### src/rtl/md5_pkg.sv
package md5_pkg;
  localparam int WORD_W    = 32;
  localparam int NUM_WORDS = 16;
  localparam int NUM_STEPS = 64;
  localparam int STEP_W    = $clog2(NUM_STEPS);
  localparam int IDX_W     = $clog2(NUM_WORDS);

  typedef logic [WORD_W-1:0] word_t;

  typedef struct packed {
    logic load;
    logic step;
    logic finish;
  } strobe_t;

  function automatic word_t stepConst(input logic [STEP_W-1:0] i);
    case (i)
      6'd0:  return 32'hd76aa478; 6'd1:  return 32'he8c7b756;
      6'd2:  return 32'h242070db; 6'd3:  return 32'hc1bdceee;
      6'd4:  return 32'hf57c0faf; 6'd5:  return 32'h4787c62a;
      6'd6:  return 32'ha8304613; 6'd7:  return 32'hfd469501;
      6'd8:  return 32'h698098d8; 6'd9:  return 32'h8b44f7af;
      6'd10: return 32'hffff5bb1; 6'd11: return 32'h895cd7be;
      6'd12: return 32'h6b901122; 6'd13: return 32'hfd987193;
      6'd14: return 32'ha679438e; 6'd15: return 32'h49b40821;
      6'd16: return 32'hf61e2562; 6'd17: return 32'hc040b340;
      6'd18: return 32'h265e5a51; 6'd19: return 32'he9b6c7aa;
      6'd20: return 32'hd62f105d; 6'd21: return 32'h02441453;
      6'd22: return 32'hd8a1e681; 6'd23: return 32'he7d3fbc8;
      6'd24: return 32'h21e1cde6; 6'd25: return 32'hc33707d6;
      6'd26: return 32'hf4d50d87; 6'd27: return 32'h455a14ed;
      6'd28: return 32'ha9e3e905; 6'd29: return 32'hfcefa3f8;
      6'd30: return 32'h676f02d9; 6'd31: return 32'h8d2a4c8a;
      6'd32: return 32'hfffa3942; 6'd33: return 32'h8771f681;
      6'd34: return 32'h6d9d6122; 6'd35: return 32'hfde5380c;
      6'd36: return 32'ha4beea44; 6'd37: return 32'h4bdecfa9;
      6'd38: return 32'hf6bb4b60; 6'd39: return 32'hbebfbc70;
      6'd40: return 32'h289b7ec6; 6'd41: return 32'heaa127fa;
      6'd42: return 32'hd4ef3085; 6'd43: return 32'h04881d05;
      6'd44: return 32'hd9d4d039; 6'd45: return 32'he6db99e5;
      6'd46: return 32'h1fa27cf8; 6'd47: return 32'hc4ac5665;
      6'd48: return 32'hf4292244; 6'd49: return 32'h432aff97;
      6'd50: return 32'hab9423a7; 6'd51: return 32'hfc93a039;
      6'd52: return 32'h655b59c3; 6'd53: return 32'h8f0ccc92;
      6'd54: return 32'hffeff47d; 6'd55: return 32'h85845dd1;
      6'd56: return 32'h6fa87e4f; 6'd57: return 32'hfe2ce6e0;
      6'd58: return 32'ha3014314; 6'd59: return 32'h4e0811a1;
      6'd60: return 32'hf7537e82; 6'd61: return 32'hbd3af235;
      6'd62: return 32'h2ad7d2bb; default: return 32'heb86d391;
    endcase
  endfunction

  // Message word scheduled for a step
  function automatic logic [IDX_W-1:0] wordSel(input logic [STEP_W-1:0] i);
    logic [7:0] j;
    logic [7:0] r;
    j = {4'd0, i[3:0]};
    case (i[5:4])
      2'd0:    r = j;
      2'd1:    r = 8'd5 * j + 8'd1;
      2'd2:    r = 8'd3 * j + 8'd5;
      default: r = 8'd7 * j;
    endcase
    return r[IDX_W-1:0];
  endfunction

  function automatic logic [5:0] shiftAmt(input logic [STEP_W-1:0] i);
    logic [1:0] k;
    k = i[1:0];
    case (i[5:4])
      2'd0:    return (k == 2'd0) ? 6'd7 : (k == 2'd1) ? 6'd12 : (k == 2'd2) ? 6'd17 : 6'd22;
      2'd1:    return (k == 2'd0) ? 6'd5 : (k == 2'd1) ? 6'd9  : (k == 2'd2) ? 6'd14 : 6'd20;
      2'd2:    return (k == 2'd0) ? 6'd4 : (k == 2'd1) ? 6'd11 : (k == 2'd2) ? 6'd16 : 6'd23;
      default: return (k == 2'd0) ? 6'd6 : (k == 2'd1) ? 6'd10 : (k == 2'd2) ? 6'd15 : 6'd21;
    endcase
  endfunction

  function automatic word_t roundFn(input logic [1:0] rnd, input word_t x,
                                    input word_t y, input word_t z);
    case (rnd)
      2'd0:    return (x & y) | (~x & z);
      2'd1:    return (x & z) | (y & ~z);
      2'd2:    return x ^ y ^ z;
      default: return y ^ (x | ~z);
    endcase
  endfunction
endpackage

### src/rtl/md5_control.sv
module md5_control
  import md5_pkg::*;
(
  input  logic              clk,
  input  logic              rst,
  input  logic              start,
  output strobe_t           strobes,
  output logic [STEP_W-1:0] stepIdx,
  output logic              busy,
  output logic              done
);
  typedef enum logic [1:0] {S_IDLE, S_RUN, S_FINAL} state_t;
  state_t state;
  localparam logic [STEP_W-1:0] LAST_STEP = STEP_W'(NUM_STEPS - 1);

  always_comb begin
    strobes.load   = (state == S_IDLE) && start;
    strobes.step   = (state == S_RUN);
    strobes.finish = (state == S_FINAL);
  end

  assign busy = (state != S_IDLE);

  always_ff @(posedge clk) begin
    if (rst) begin
      state   <= S_IDLE;
      stepIdx <= '0;
      done    <= 1'b0;
    end else begin
      done <= 1'b0;
      case (state)
        S_IDLE: if (start) begin
          state   <= S_RUN;
          stepIdx <= '0;
        end
        S_RUN: begin
          stepIdx <= stepIdx + 1'b1;
          if (stepIdx == LAST_STEP) state <= S_FINAL;
        end
        default: begin
          state <= S_IDLE;
          done  <= 1'b1;
        end
      endcase
    end
  end
endmodule

### src/rtl/md5_datapath.sv
module md5_datapath
  import md5_pkg::*;
(
  input  logic                          clk,
  input  logic                          rst,
  input  strobe_t                       strobes,
  input  logic [STEP_W-1:0]             stepIdx,
  input  logic [4*WORD_W-1:0]           seed,
  input  logic [NUM_WORDS*WORD_W-1:0]   block,
  output logic [4*WORD_W-1:0]           digest
);
  word_t msgW [NUM_WORDS];
  word_t seedW [4];
  word_t wa, wb, wc, wd;
  word_t preSum;
  word_t mixed, rotated, newB, nextPre;
  logic [STEP_W-1:0] nextIdx;
  logic [5:0] sh;

  // Only this chain waits on the word produced last cycle
  always_comb begin
    sh      = shiftAmt(stepIdx);
    mixed   = preSum + roundFn(stepIdx[5:4], wb, wc, wd);
    rotated = (mixed << sh) | (mixed >> (6'd32 - sh));
    newB    = wb + rotated;
    nextIdx = stepIdx + 1'b1;
    nextPre = wd + msgW[wordSel(nextIdx)] + stepConst(nextIdx);
  end

  always_ff @(posedge clk) begin
    if (rst) begin
      for (int k = 0; k < NUM_WORDS; k++) msgW[k] <= '0;
      for (int k = 0; k < 4; k++) seedW[k] <= '0;
      {wa, wb, wc, wd} <= '0;
      preSum <= '0;
      digest <= '0;
    end else begin
      if (strobes.load) begin
        for (int k = 0; k < NUM_WORDS; k++) msgW[k] <= block[k*WORD_W +: WORD_W];
        for (int k = 0; k < 4; k++) seedW[k] <= seed[k*WORD_W +: WORD_W];
        wa <= seed[0 +: WORD_W];
        wb <= seed[WORD_W +: WORD_W];
        wc <= seed[2*WORD_W +: WORD_W];
        wd <= seed[3*WORD_W +: WORD_W];
        preSum <= seed[0 +: WORD_W] + block[0 +: WORD_W] + stepConst('0);
      end
      if (strobes.step) begin
        wa <= wd;
        wb <= newB;
        wc <= wb;
        wd <= wc;
        preSum <= nextPre;
      end
      if (strobes.finish)
        digest <= {seedW[3] + wd, seedW[2] + wc, seedW[1] + wb, seedW[0] + wa};
    end
  end
endmodule

### src/rtl/md5_core.sv
module md5_core
  import md5_pkg::*;
(
  input  logic         clk,
  input  logic         rst,
  input  logic         start,
  input  logic [127:0] seed,
  input  logic [511:0] block,
  output logic         busy,
  output logic         done,
  output logic [127:0] digest
);
  strobe_t strobes;
  logic [STEP_W-1:0] stepIdx;

  md5_control u_ctrl (
    .clk(clk), .rst(rst), .start(start),
    .strobes(strobes), .stepIdx(stepIdx), .busy(busy), .done(done)
  );

  md5_datapath u_dp (
    .clk(clk), .rst(rst), .strobes(strobes), .stepIdx(stepIdx),
    .seed(seed), .block(block), .digest(digest)
  );
endmodule

### config.mk
export PLATFORM = sky130hd
export DESIGN_NAME = md5_core
export DESIGN_NICKNAME = d
export VERILOG_FILES = /design/src/rtl/md5_pkg.sv /design/src/rtl/md5_control.sv /design/src/rtl/md5_datapath.sv /design/src/rtl/md5_core.sv
export SDC_FILE = /design/constraint.sdc
export NUM_CORES = 2
export LEC_CHECK = 0
export BUFFER_PORTS_ARGS = -buffer_cell sky130_fd_sc_hd__buf_2
export CORE_MARGIN = 3
export CORE_UTILIZATION = 35
export DETAILED_ROUTE_END_ITERATION = 7
export PLACE_DENSITY = 0.61
export SETUP_SLACK_MARGIN = 0.02
export SYNTH_ARGS = -nofsm -noshare
export SYNTH_HDL_FRONTEND = slang
export SYNTH_HIERARCHICAL = 1
export SYNTH_SLANG_ARGS = --single-unit
### constraint.sdc
create_clock -name clk -period 51.5 [get_ports clk]
set_clock_uncertainty 0.1 [all_clocks]
set_input_delay 2.575 -clock clk [delete_from_list [all_inputs] [get_ports clk]]
set_output_delay 2.575 -clock clk [all_outputs]
set_load 0.02 [all_outputs]
# --- Word-level counts from Yosys, hierarchy flattened ---
# Memories as Yosys holds them, arrays and structs flattened.
# Index checks and enable logic that the tools add are counted.
word_totals:
  mem_bits_rw: 640
  input_bits: 643
  output_inout_bits: 130
  n_memories: 3
  rom_bits: 2048
  register_bits: 297
  elab_cells: 142
mem_list:
  columns: ["memory", "depth", "word_bits", "read_ports", "rd_clocked_by_memory_dff", "write_ports", "line", "rtl"]
  rows:
  - ["(no name shown)", 64, 32, 1, 0, 0, "md5_pkg.sv:17", "case (i)"]
  - ["u_dp.msgW", 16, 32, 1, 0, 16, "md5_datapath.sv:12", "word_t msgW [NUM_WORDS];"]
  - ["u_dp.seedW", 4, 32, 4, 0, 4, "md5_datapath.sv:13", "word_t seedW [4];"]
op_classes:
  eq_ne: 11
  n_shift: 2
  mul: 3
  muxes: 56
  bitwise_logic: 33
  addsub: 14
  n_reduce_logical: 11
op_table:
  columns: ["cell", "n"]
  rows:
  - ["32-bit two-way mux", 30]
  - ["32-bit adder", 9]
  - ["32-bit bitwise AND", 4]
  - ["32-bit OR", 4]
  - ["32-bit case mux with 3 select lines", 1]
  - ["32-bit XOR", 3]
  - ["32-bit NOT", 2]
  - ["6-bit two-way mux", 9]
  - ["32-bit adder, second input constant", 1]
  - ["32-bit by 6-bit left shift with 32-bit output", 1]
  - ["32-bit by 6-bit right shift with 32-bit output", 1]
  - ["1-bit OR", 20]
  - ["6-bit case mux with 3 select lines", 1]
  - ["4-bit case mux with 3 select lines", 1]
  - ["6-bit case mux with 2 select lines", 1]
  - ["5-bit two-way mux", 2]
  - ["2-bit by 1-bit == test with 1-bit output, second input constant", 4]
  - ["2-bit == test, second input constant", 4]
  - ["2-bit zero test", 4]
  - ["3-bit by 4-bit multiplier with 4-bit output, first input constant", 2]
  - ["6-bit by 1-bit adder with 6-bit output, second input constant", 1]
  - ["6-bit == test, second input constant", 1]
  - ["1-bit two-way mux", 6]
  - ["3-bit two-way mux", 2]
  - ["other kinds (12)", 16]

# --- Depth between registers and ports, before layout ---
logic_depth:
  depth_word: 10
  ltp_mapped: 36
  mapped_depth_nobuf: 33

# --- Cells and area by module ---
# The synthesis kept the hierarchy.
by_module_without_submodules:
  columns: ["mod", "cells_per_inst", "n_inst", "seq_area_each_um2", "area_each_um2"]
  rows:
  - ["md5_datapath", 6233, 1, 24984.0, 61011.0]
  - ["md5_control", 47, 1, 180.2, 419.2]

# --- Worst setup path before layout ---
# No wires, ideal clock.
synth_timing:
  path_kind: "input to register"
  start: "in start"
  end: "mem u_dp/msgW[0][0] in the netlist's numbering (enable)"
  t_arrival_ns: 14.287
  stages: 8
  n_path_buf: 4
  slack_ns: 32.616
  cell_sequence: "or3b_2 > inv_1 > clkbuf_1 > inv_1 > clkbuf_1 > clkbuf_1 > clkbuf_1 > nand2_1"
synth_rtl:
  columns: ["item", "line", "rtl"]
  rows:
  - ["start: declaration", "md5_core.sv:6", "input logic start,"]
  - ["end: declaration", "md5_datapath.sv:12", null]

# --- Worst setup path after layout ---
layout_timing:
  start: "reg u_ctrl.stepIdx[0]"
  end: "reg u_dp.preSum[29]"
layout_between:
  elab_chain_cells: 8
  elab_cells_between_ends: 15
  cone_classes: "add/sub (5); mul (3); eq/ne (2); mux (2); reduce/logical (1); memory (2)"
layout_rtl:
  columns: ["item", "line", "rtl"]
  rows:
  - ["start: declaration", "md5_control.sv:8", "output logic [STEP_W-1:0] stepIdx,"]
  - ["start signal: assignment", "md5_control.sv:37", "stepIdx <= stepIdx + 1'b1;"]
  - ["6-bit by 1-bit adder with 6-bit output (*)", "md5_datapath.sv:26", "nextIdx = stepIdx + 1'b1;"]
  - ["2-bit by 4-bit multiplier with 4-bit output / 3-bit by 4-bit multiplier with 4-bit output (equally long branches)", "md5_pkg.sv:61, md5_pkg.sv:60", null]
  - ["4-bit by 3-bit adder with 4-bit output / 4-bit by 1-bit adder with 4-bit output (equally long branches)", "md5_pkg.sv:61, md5_pkg.sv:60", null]
  - ["4-bit case mux with 3 select lines", "md5_pkg.sv:58", "case (i[5:4])"]
  - ["memory 16 x 32 bit", null, null]
  - ["32-bit adder", "md5_datapath.sv:27", "nextPre = wd + msgW[wordSel(nextIdx)] + stepConst(nextIdx);"]
  - ["32-bit adder (*)", "md5_datapath.sv:27", null]
  - ["32-bit two-way mux (*)", "md5_datapath.sv:47", "if (strobes.step) begin"]
  - ["end signal: assignment", "md5_datapath.sv:45", "preSum <= seed[0 +: WORD_W] + block[0 +: WORD_W] + stepConst('0);"]
  - ["end signal: assignment", "md5_datapath.sv:52", "preSum <= nextPre;"]
  - ["end: declaration", "md5_datapath.sv:15", "word_t preSum;"]
# Every way passes the cells marked *; elsewhere a longest branch is shown, timed or not.
# A chain may end at the register's enable or synchronous reset.

==> impl_metrics.py <==
metrics = {
    "cells_and_area": {
        "final_cell_mix": "buf_2, edfxtp_1, nor2_1, a21oi_1, and2_1",
        "final_nets": 7855,
        "final_common_cell": "buf_2",
        "area_growth_syn_to_layout_pct": 15.9,
        "drive_gt1_frac": 0.184,
    },
    "worst_setup_path": {
        "critPathMaxFanout": 46,
        "slowest_delay_ns": 0.62,
        "cp-start-kind": "register",
        "cp_common_cell": "buf_4",
        "cp.required_ns": 52.05,
        "crit_slowest_cell": "ha_2",
        "cp-end-kind": "register",
        "cp_data_arrival_time_ns": 10.27,
        "setup.worst_path.class": "register to register",
    },
    "timing": {
        "setup_slack_ns": 41.78,
        "slew_violations": 0,
        "worst_pin_slew_ns": 1.36,
        "finalSetupViolCount": 0,
        "finalCritPeriodShare": 0.189,
        "max-slew-margin-rel": 0.0936,
        "fin_tns_setup_ns": 0,
        "rsz0062_at_grt": "no",
        "max_freq_ghz": 0.103,
        "final_hold_viol_count": 0,
        "period_needed_ns": 9.72,
    },
    "synth": {
        "synth_edf_count": 640,
        "synth_flop_cell": "edfxtp_1",
        "syn-num-nets": 7277,
        "synth-simple-area-share": 0.171,
        "syn-cell-area_um2": 61400,
        "synth_top_family_by_area": "simple AND/OR/NAND/NOR gates",
        "synth_compound_area_frac": 0.165,
        "yosysUniqueCellTypes": 105,
        "synth.avg_cell_area_um2": 9.78,
        "synth-xor-area-share": 0.0394,
        "synth-adder-area-share": 0.0770,
        "synthMuxAreaShare": 0.0998,
        "synthArstFlopShare": 0,
        "yosys_warnings": 6,
        "seq_area_frac_synth": 0.410,
        "ys_seq_elements": 937,
        "synthCells": 6280,
    },
    "clock_tree": {
        "cts_tree": "yes",
        "clkSinkCount": 937,
        "post-cts-setup-buffers": 0,
        "cts_root_buffer": "clkbuf_16",
        "cts_max_path_buffers": 3,
        "htreeDepth": 3,
        "cts_resized": 0,
        "clk_latency_ns": 0.77,
        "cts_buffers": 104,
        "clkTransAtPathRegs_ns": 0.06,
        "cts_hold_buf": 0,
    },
    "placement": {
        "dp.final_hpwl_um": 188000,
        "place.gp.congestion": 0.933,
        "port_buffers": 772,
        "post-place-ws_ns": 41.95,
    },
    "global_route": {
        "grt_pass1_wl_um": 349000,
        "track_usage": 0.261,
        "grt_max_degree": 177,
        "grt_overflow": 0,
        "antenna_found_initial": 53,
        "grt_pass1_vias": 50400,
    },
    "routing": {
        "drt_pass1_iterations": 5,
        "wl_per_cell_um": 26.3,
        "drtAntennaViolNets": 0,
        "drt_wl_total_um": 245000,
        "vias": 52500,
        "drcViolationCount": 0,
        "avgViaCountPerCell": 5.65,
        "detail_route.iter0.violations": 5297,
    },
    "floorplan": {
        "io_pins": 773,
        "die_width_um": 425,
        "fp-row-count": 153,
        "die_h_um": 425,
        "die_area_um2": 181000,
        "core_area_um2": 174000,
        "floorplan.initialDensity": 0.353,
    },
    "status": {
        "status": "completed",
    },
    "power": {
        "power_density_nw_per_um2": 33.8,
        "peakVddDrop_mv": 0.0300,
        "total_power_w": 0.00241,
        "p_leak_nw": 29.8,
    },
    "flow_run": {
        "drv_cap": 0,
    },
    "hold_path": {
        "hp-class": "register to register",
    },
}
registers in the layout, summed over array words and instances (netlist names):
signal	count
u_ctrl/done	1
u_ctrl/state	2
u_ctrl/stepIdx	6
u_dp/digest	128
u_dp/msgW	512
u_dp/preSum	32
u_dp/seedW	128
u_dp/wa	32
u_dp/wb	32
u_dp/wc	32
u_dp/wd	32
synthesized netlist by cell type, types with 22 or more instances:
library cell / count / area [um^2]
buf_1: 69 / 259
edfxtp_1: 640 / 19200
or3_1: 35 / 219
a31oi_1: 86 / 538
mux2i_1: 249 / 2490
and3_1: 33 / 206
o211ai_1: 52 / 390
nand3_1: 77 / 385
ha_1: 314 / 3930
clkbuf_1: 292 / 1100
a211oi_1: 182 / 1370
nand4_1: 33 / 206
o31ai_1: 23 / 173
nor2b_1: 292 / 1830
o21bai_1: 26 / 195
inv_1: 208 / 781
xor2_1: 68 / 596
o22ai_1: 27 / 169
fa_1: 40 / 801
mux2_2: 49 / 552
buf_2: 22 / 110
a21o_1: 116 / 871
dfxtp_1: 297 / 5950
a21oi_1: 471 / 2360
nand2b_1: 42 / 263
mux4_2: 136 / 3060
nor3_1: 117 / 586
nor2_1: 583 / 2190
o21a_1: 47 / 353
nand2_1: 377 / 1420
xnor2_1: 201 / 1760
o21ai_0: 317 / 1590
and2_1: 442 / 2770
power by group:
part           switching, W  internal (W)  total (W)
clock              0.000334      0.000442   0.000776
sequential        0.0000559      0.000867   0.000923
combinational      0.000434      0.000276   0.000710
total              0.000824       0.00159    0.00241
kinds of logic after synthesis:
family | after synthesis
xor gates and xnor gates | 273
adders and majority gates | 354
AOI/OAI and AO/OA | 1585
muxes | 435
and+or+nand+nor | 2092
DFF | 937
buffers and inverters | 604
through the flow:
step                area (um^2)  std cells  utilization  hold slack [ns]
finish                    71200       9292        0.409            0.362
global route              71200       9286        0.409            0.391
CTS                       71200       9275        0.408            0.364
detailed placement        67600       9077        0.388            0.356
global placement          67600       9077        0.388            0.351
floorplan                 61400       6280            -            0.355
critical path: cells and delay by family, from the launching register on:
family | cells | cell delay [ns]
compound gates | 12 | 2.65
buf+inv | 8 | 2.84
xor+xnor | 2 | 0.34
flops | 1 | 0.31
simple gates | 4 | 0.86
mux | 1 | 0.39
fa+ha+maj | 5 | 1.97
layer usage:
layer / vias up / global-route usage / routed length, um
met5: - / 0 / 49
met4: 8 / 0.110 / 11100
met3: 419 / 0.0386 / 17800
met2: 2390 / 0.432 / 115000
met1: 25600 / 0.340 / 100000
li1: 24100 / - / -
final timing paths:
| kind | start | to | slack (ns) | cells after the start |
|---|---|---|---|---|
| hold reg to reg | u_dp/digest[24] | u_dp/digest[24] | 0.36 | 2 |
| setup reg to reg | u_ctrl/stepIdx[0] | u_dp/preSum[29] | 41.78 | 32 |
| setup / recovery | u_ctrl/stepIdx[0] | u_dp/preSum[29] | 41.78 | 32 |
| hold / removal | u_dp/digest[24] | u_dp/digest[24] | 0.36 | 2 |
area by class of cell:
| cell class | count | area, um^2 |
|---|---|---|
| clock buffer | 140 | 2910 |
| clock inverter | 58 | 666 |
| fill | 17000 | 103000 |
| multi-input combinational | 4739 | 34100 |
| tap | 2325 | 2910 |
| sequential | 937 | 25200 |
| inverter | 216 | 826 |
| antenna | 17 | 42.5 |
| timing repair buffer | 860 | 4600 |
(Power assumes the default switching activity.)
